## src/rtl/ospc_pkg.sv

```systemverilog
`timescale 1ns/1ps
package ospc_pkg;
   typedef enum logic [1:0] {
      EM_NONE = 2'b00,
      EM_RISE = 2'b01,
      EM_FALL = 2'b10,
      EM_BOTH = 2'b11
   } edge_mode_e;

   typedef enum logic [1:0] {
      TRK_IDLE  = 2'b00,
      TRK_ARMED = 2'b01,
      TRK_RUN   = 2'b10
   } trk_state_e;
endpackage

```

## src/rtl/ospc_edge_det.sv

```systemverilog
`timescale 1ns/1ps
module ospc_edge_det
   import ospc_pkg::*;
(
   input  logic       clk,
   input  logic       rst_n,
   input  logic       evt_in,
   input  edge_mode_e mode,
   output logic       hit
);
   localparam int NPOL = 2;

   logic            evt_q;
   logic [NPOL-1:0] pol_seen;
   logic [NPOL-1:0] pol_mask;

   always_ff @(posedge clk or negedge rst_n) begin
      if (!rst_n) evt_q <= 1'b0;
      else        evt_q <= evt_in;
   end

   assign pol_mask = mode;

   // bit 0: rising transition, bit 1: falling transition
   for (genvar p = 0; p < NPOL; p++) begin : g_pol
      if (p == 0) begin : g_rise
         assign pol_seen[p] = pol_mask[p] & evt_in & ~evt_q;
      end else begin : g_fall
         assign pol_seen[p] = pol_mask[p] & ~evt_in & evt_q;
      end
   end

   assign hit = |pol_seen;
endmodule

```

## src/rtl/ospc_edge_track.sv

```systemverilog
`timescale 1ns/1ps
module ospc_edge_track
   import ospc_pkg::*;
#(
   parameter int IDX_W = 4
) (
   input  logic             clk,
   input  logic             rst_n,
   input  logic             en,
   input  logic             trig,
   input  logic             hit,
   input  logic [IDX_W-1:0] start_idx,
   input  logic [IDX_W-1:0] stop_idx,
   output logic             run_clear,
   output logic             run_start,
   output logic             run_stop,
   output logic             running,
   output logic             idle
);
   trk_state_e       st_q;
   logic [IDX_W-1:0] ecnt_q;
   logic [IDX_W-1:0] ecnt_nxt;
   logic             cfg_ok;
   logic             take;

   assign cfg_ok    = (start_idx != '0) && (stop_idx > start_idx);
   assign ecnt_nxt  = IDX_W'(ecnt_q + 1'b1);
   assign run_clear = ~en | trig;
   assign take      = ~run_clear & hit & (st_q != TRK_IDLE);
   assign run_start = take & (st_q == TRK_ARMED) & (ecnt_nxt == start_idx);
   assign run_stop  = take & (st_q == TRK_RUN) & (ecnt_nxt == stop_idx);
   assign running   = (st_q == TRK_RUN);
   assign idle      = (st_q == TRK_IDLE);

   always_ff @(posedge clk or negedge rst_n) begin
      if (!rst_n) begin
         st_q   <= TRK_IDLE;
         ecnt_q <= '0;
      end else if (!en) begin
         st_q   <= TRK_IDLE;
         ecnt_q <= '0;
      end else if (trig) begin
         ecnt_q <= '0;
         st_q   <= cfg_ok ? TRK_ARMED : TRK_IDLE;
      end else if (take) begin
         if (run_stop) begin
            st_q   <= TRK_IDLE;
            ecnt_q <= '0;
         end else begin
            ecnt_q <= ecnt_nxt;
            if (run_start) st_q <= TRK_RUN;
         end
      end
   end
endmodule

```

## src/rtl/ospc_period_ctr.sv

```systemverilog
`timescale 1ns/1ps
module ospc_period_ctr #(
   parameter int CNT_W = 16
) (
   input  logic             clk,
   input  logic             rst_n,
   input  logic             run_clear,
   input  logic             run_start,
   input  logic             run_stop,
   input  logic             running,
   output logic [CNT_W-1:0] cap_val,
   output logic             cap_vld
);
   localparam logic [CNT_W-1:0] CNT_MAX = {CNT_W{1'b1}};

   logic [CNT_W-1:0] pcnt_q;
   logic [CNT_W-1:0] pcnt_inc;

   assign pcnt_inc = (pcnt_q == CNT_MAX) ? CNT_MAX : CNT_W'(pcnt_q + 1'b1);

   always_ff @(posedge clk or negedge rst_n) begin
      if (!rst_n) begin
         pcnt_q  <= '0;
         cap_val <= '0;
         cap_vld <= 1'b0;
      end else begin
         cap_vld <= 1'b0;
         if (run_clear || run_start) begin
            pcnt_q <= '0;
         end else if (run_stop) begin
            cap_val <= pcnt_inc;
            cap_vld <= 1'b1;
            pcnt_q  <= '0;
         end else if (running) begin
            pcnt_q <= pcnt_inc;
         end
      end
   end
endmodule

```

## src/rtl/osc_period_cap.sv

```systemverilog
`timescale 1ns/1ps
module osc_period_cap
   import ospc_pkg::*;
#(
   parameter int CNT_W = 16,
   parameter int IDX_W = 4
) (
   input  logic             clk,
   input  logic             rst_n,
   input  logic             cap_en,
   input  logic             trig,
   input  logic             evt_in,
   input  logic [1:0]       edge_mode,
   input  logic [IDX_W-1:0] start_idx,
   input  logic [IDX_W-1:0] stop_idx,
   output logic [CNT_W-1:0] cap_val,
   output logic             cap_vld
);
   if (CNT_W < 2 || CNT_W > 32) begin : g_bad_cnt_w
      $error("osc_period_cap: CNT_W must lie in 2..32");
   end
   if (IDX_W < 2 || IDX_W > 8) begin : g_bad_idx_w
      $error("osc_period_cap: IDX_W must lie in 2..8");
   end

   logic hit;
   logic run_clear;
   logic run_start;
   logic run_stop;
   logic running;
   logic trk_idle;

   ospc_edge_det u_edge (
      .clk    (clk),
      .rst_n  (rst_n),
      .evt_in (evt_in),
      .mode   (edge_mode_e'(edge_mode)),
      .hit    (hit)
   );

   ospc_edge_track #(.IDX_W(IDX_W)) u_track (
      .clk       (clk),
      .rst_n     (rst_n),
      .en        (cap_en),
      .trig      (trig),
      .hit       (hit),
      .start_idx (start_idx),
      .stop_idx  (stop_idx),
      .run_clear (run_clear),
      .run_start (run_start),
      .run_stop  (run_stop),
      .running   (running),
      .idle      (trk_idle)
   );

   ospc_period_ctr #(.CNT_W(CNT_W)) u_ctr (
      .clk       (clk),
      .rst_n     (rst_n),
      .run_clear (run_clear),
      .run_start (run_start),
      .run_stop  (run_stop),
      .running   (running),
      .cap_val   (cap_val),
      .cap_vld   (cap_vld)
   );
endmodule

```

## config.mk

```make
export PLATFORM = sky130hd
export DESIGN_NAME = osc_period_cap
export DESIGN_NICKNAME = d
export VERILOG_FILES = /design/src/rtl/ospc_pkg.sv /design/src/rtl/ospc_edge_det.sv /design/src/rtl/ospc_edge_track.sv /design/src/rtl/ospc_period_ctr.sv /design/src/rtl/osc_period_cap.sv
export SDC_FILE = /design/constraint.sdc
export NUM_CORES = 1
export LEC_CHECK = 0
export ABC_AREA = 1
export BUFFER_PORTS_ARGS = -buffer_cell sky130_fd_sc_hd__clkbuf_2
export CAP_MARGIN = 20
export CORE_MARGIN = 3
export CORE_UTILIZATION = 40
export CTS_BUF_LIST = sky130_fd_sc_hd__clkbuf_8
export DETAILED_ROUTE_END_ITERATION = 10
export SETUP_SLACK_MARGIN = 0.3
export SLEW_MARGIN = 40
export SYNTH_ARGS = -nofsm -noshare
export SYNTH_HDL_FRONTEND = slang
export SYNTH_SLANG_ARGS = --single-unit
```

## constraint.sdc

```tcl
create_clock -name clk -period 2.9 [get_ports clk]
set_input_delay 0.145 -clock clk [delete_from_list [all_inputs] [get_ports clk]]
set_output_delay 0.145 -clock clk [all_outputs]
set_load 0.005 [all_outputs]
```

==> metrics.cfg <==
[setup_path]
timing.critical_path.from_type = register
timing.reg2reg.setup_slack_ns = 0.73
r2r_cells = 7
crit_path_max_fanout = 26
worstReg2RegStart = u_track.ecnt_q[0]
cp.buffers_inverters = 0
path_delay_family = simple AND/OR/NAND/NOR gates
critical_path_arrival_ns = 2.35
critical_path.max_stage_delay_ns = 0.49
crit-reg2reg-capture = u_ctr.pcnt_q[7]
timing.critical_path.to_type = register
crit_chain = ha_1, xnor2_1, nand3_1, nor2_2, nand3_4, nand3_2, nor2_1
criticalPathCategory = reg2reg
cp_data_required_time_ns = 3.08
worstSetupPathDepth = 7
critical_path.slowest_cell = dfrtp_1

[synthesis]
synthCells = 342
synth-seq-area-share = 0.4217
async_flop_share = 1.000
yosys_warnings = 0
synth_compound_area_frac = 0.07960
synth_xor_xnor_area_share = 0.007380
post_synth_num_cell_types = 27
number_of_enable_type_register_cells_in_the_synthesized_netlist = 0
post-synth-top-count-cell = nand2_1
netlist_top_cells_count = 119 x nand2_1, 40 x dfrtp_1, 40 x nor2_1
synth-adder-area-share = 0.03163
synth_simple_gate_area_share = 0.3674
syn_nets = 363
ys_seq_elements = 40
main_combinational_cell_family_by_area_after_synthesis = simple AND/OR/NAND/NOR gates
yosys.area.top_type_share = 0.4217
synth-main-ff-cell = dfrtp_1
syn_area_per_cell_sq_um = 6.940
synth_area_leader_cell = dfrtp_1
post_synth_mux_area_share = 0
synthesis.area_sq_mm = 0.002374
ys_top_cells_by_area = dfrtp_1 42%, nand2_1 19%, nor2_1 6.3%, inv_1 6.2%, nand3_1 5.7%

[drt]
detail_route.first_pass.iterations = 4
post-route-drc-count = 0
vias_per_cell = 4.902
drt_iter0_drc = 103
drt.antenna.violating_nets = 0
avg_wl_per_cell_um = 12.04
wl_mm = 5.392
route.vias.total = 2196

[place]
place.port_buffers = 31
postPlaceCellArea_sq_mm = 0.002576
place.gp.congestion = 0.8142
dp_hpwl_mm = 3.922

[clock_network]
clk_latency_ns = 0.30
ctsHtreeMaxLevel = 2
clk_transition_reported_paths_ns = 0.08
clock_path_buffers = 2
setup_fix_bufs_post_cts = 0
cts_made_buffers = 5
cts-root-buf = clkbuf_8
hold_buffers_post_cts = 2
cts.repair.resized = 0
cts_tree = done
tritoncts_num_sinks = 40

[pwr]
max-vdd-ir-drop_mv = 0.2503
power_frac_comb = 0.062
sequentialPowerShare = 0.548
power_frac_clock = 0.390
internal-power_uw = 776.7
leakagePower_nw = 1.423
switching_share = 0.2425
power_dissipated_by_switching_net_loads_uw = 248.7
power.density_cell_area_mw_per_mm2 = 380.8
total_power_draw_mw = 1.025

[floorplanning]
horiz_die_dim_um = 83.03
coreArea_sq_mm = 0.005608
io_pins = 32
initial_utilization = 0.4232
die_area_sq_mm = 0.006894
die-height_um = 83.03
core.rowCount = 27

[timing]
timing.fmax_mhz = 460.3
layout_worst_path_cycle_share = 0.7491
unrepaired_setup_endpoints_after_global_routing = no
transition_at_the_pin_with_the_smallest_max_transition_slack_ns = 0.5645
hold_violations = 0
final-setup-viol-count = 0
final.min_clock_period_ns = 2.172
clock_skew_ns = 0.009607
max-slew-margin-rel = 0.6226
timing.setup.tns_ns = 0
timing.final.max_slew_violations = 0

[final_layout]
synthToLayoutAreaGrowth_pct = 13.44
layout.core_utilization = 0.4801
regArea_sq_mm = 0.001001
finalNetCount = 396
layout.cell_area.non_filler_sq_mm = 0.002693
nFillCells = 597
final_layout_size_suffix_gt1_frac = 0.1410
antenna_cells = 0
multi_input_comb_area_sq_mm = 0.001154

[flow_run]
timing.max_cap.violations = 0

[hold_path]
worstHoldEndpoint = u_track.st_q[0]
holdCritPathClass = in2reg
hold_start = cap_en
hold_path_depth = 3

[grt]
global_route.peak_usage_layer = met2
vias_in_the_first_global_route = 2172
grt_pass1_wl_mm = 9.791
global_route.usage.met3 = 0.03373
grt-ovfl-total = 0
global_route.usage.met2 = 0.2755
grt_start_max_net_pins = 41
grt_antenna_before_repair = 0
gr-usage-all-layers = 0.1717
globalRouteMet1Util = 0.2318

[run_status]
status = finished, final reports clean

==> cells by family (layout without fill, tap and decap cells) <==
family                     count (synthesis)  in the layout
DFF                                       40             40
adders and majority gates                  6              6
and+or+nand+nor                          205            205
xor gates and xnor gates                   2              2
buffers and inverters                     52             86
AOI/OAI and AO/OA                         37             37
==> cell usage in the layout (no fill, tap or decap) <==
cell,n
nor2_1,40
clkbuf_8,6
o22ai_1,1
a21o_1,1
clkinv_1,1
clkbuf_2,30
inv_1,39
o21ai_1,4
dlygate4sd3_1,2
nor3_2,2
a21oi_1,18
nand2_1,119
xor2_1,1
buf_4,1
clkbuf_4,1
ha_1,6
nor3_1,1
xnor2_1,1
nand2_2,3
dfrtp_1,40
clkinv_2,2
nand3_2,1
inv_2,3
nand3_1,27
nand4_1,9
nand3_4,1
o21ai_0,13
nor2_2,2
inv_6,1
==> metrics by stage <==
| step | std cells | hold WS [ns] | setup slack (ns) |
|---|---|---|---|
| after floorplan | 342 | -0.1506 | 1.286 |
| after global placement | 438 | 0.2895 | 0.8137 |
| after detailed placement | 438 | 0.2054 | 0.7280 |
| after CTS | 448 | 0.06853 | 0.7348 |
| after global routing | 448 | 0.07769 | 0.6035 |
| final | 448 | 0.08023 | 0.7276 |
==> routing by layer <==
metal  up-vias  share of wire
li1       1154              -
met1      1008           0.50
met2        28           0.45
met3         6          0.030
met4         0          0.015
met5         -              0
==> worst reg2reg max path, delay by kind of cell, from the launching register on <==
kind,cells,cell delay (ns)
xor gates and xnor gates,1,0.18
adders and majority gates,1,0.38
DFF,1,0.49
and+or+nand+nor,5,1.02
==> cell type report <==
cell class	count	share of cell area
repair buffers	34	0.06877
inverters	44	0.06180
flip-flops and latches	40	0.3717
clock buffers	6	0.03067
well taps	72	0.03346
multi-input cells	250	0.4284
clock inverters	2	0.005112
==> power groups by stage <==
stage               logic (mW)  clock network, mW  registers, mW
floorplan               0.0327                  0          0.572
global placement        0.0611                  0          0.573
detailed placement      0.0627                  0          0.573
CTS                     0.0649              0.414          0.562
global route            0.0736              0.441          0.562
finish                  0.0635              0.400          0.562
==> registers in the layout, summed over array words and instances (netlist names) <==
register        cells
u_ctr.cap_val      16
u_ctr.pcnt_q       16
u_track.ecnt_q      4
u_track.st_q        2
u_ctr.cap_vld       1
u_edge.evt_q        1
==> how the worst max path moves through the flow <==
stage / endpoint / slack, ns / startpoint
detailed placement: u_ctr.pcnt_q[7] / 0.73 / u_track.ecnt_q[0]
finish: u_ctr.pcnt_q[7] / 0.73 / u_track.ecnt_q[0]
global route: u_ctr.pcnt_q[7] / 0.60 / u_track.ecnt_q[0]
CTS: u_ctr.pcnt_q[7] / 0.73 / u_track.ecnt_q[0]
floorplan: u_track.st_q[0] / 1.29 / u_track.ecnt_q[1]
global placement: u_ctr.pcnt_q[3] / 0.81 / u_track.ecnt_q[0]
Power figures use the tool's default switching activity.
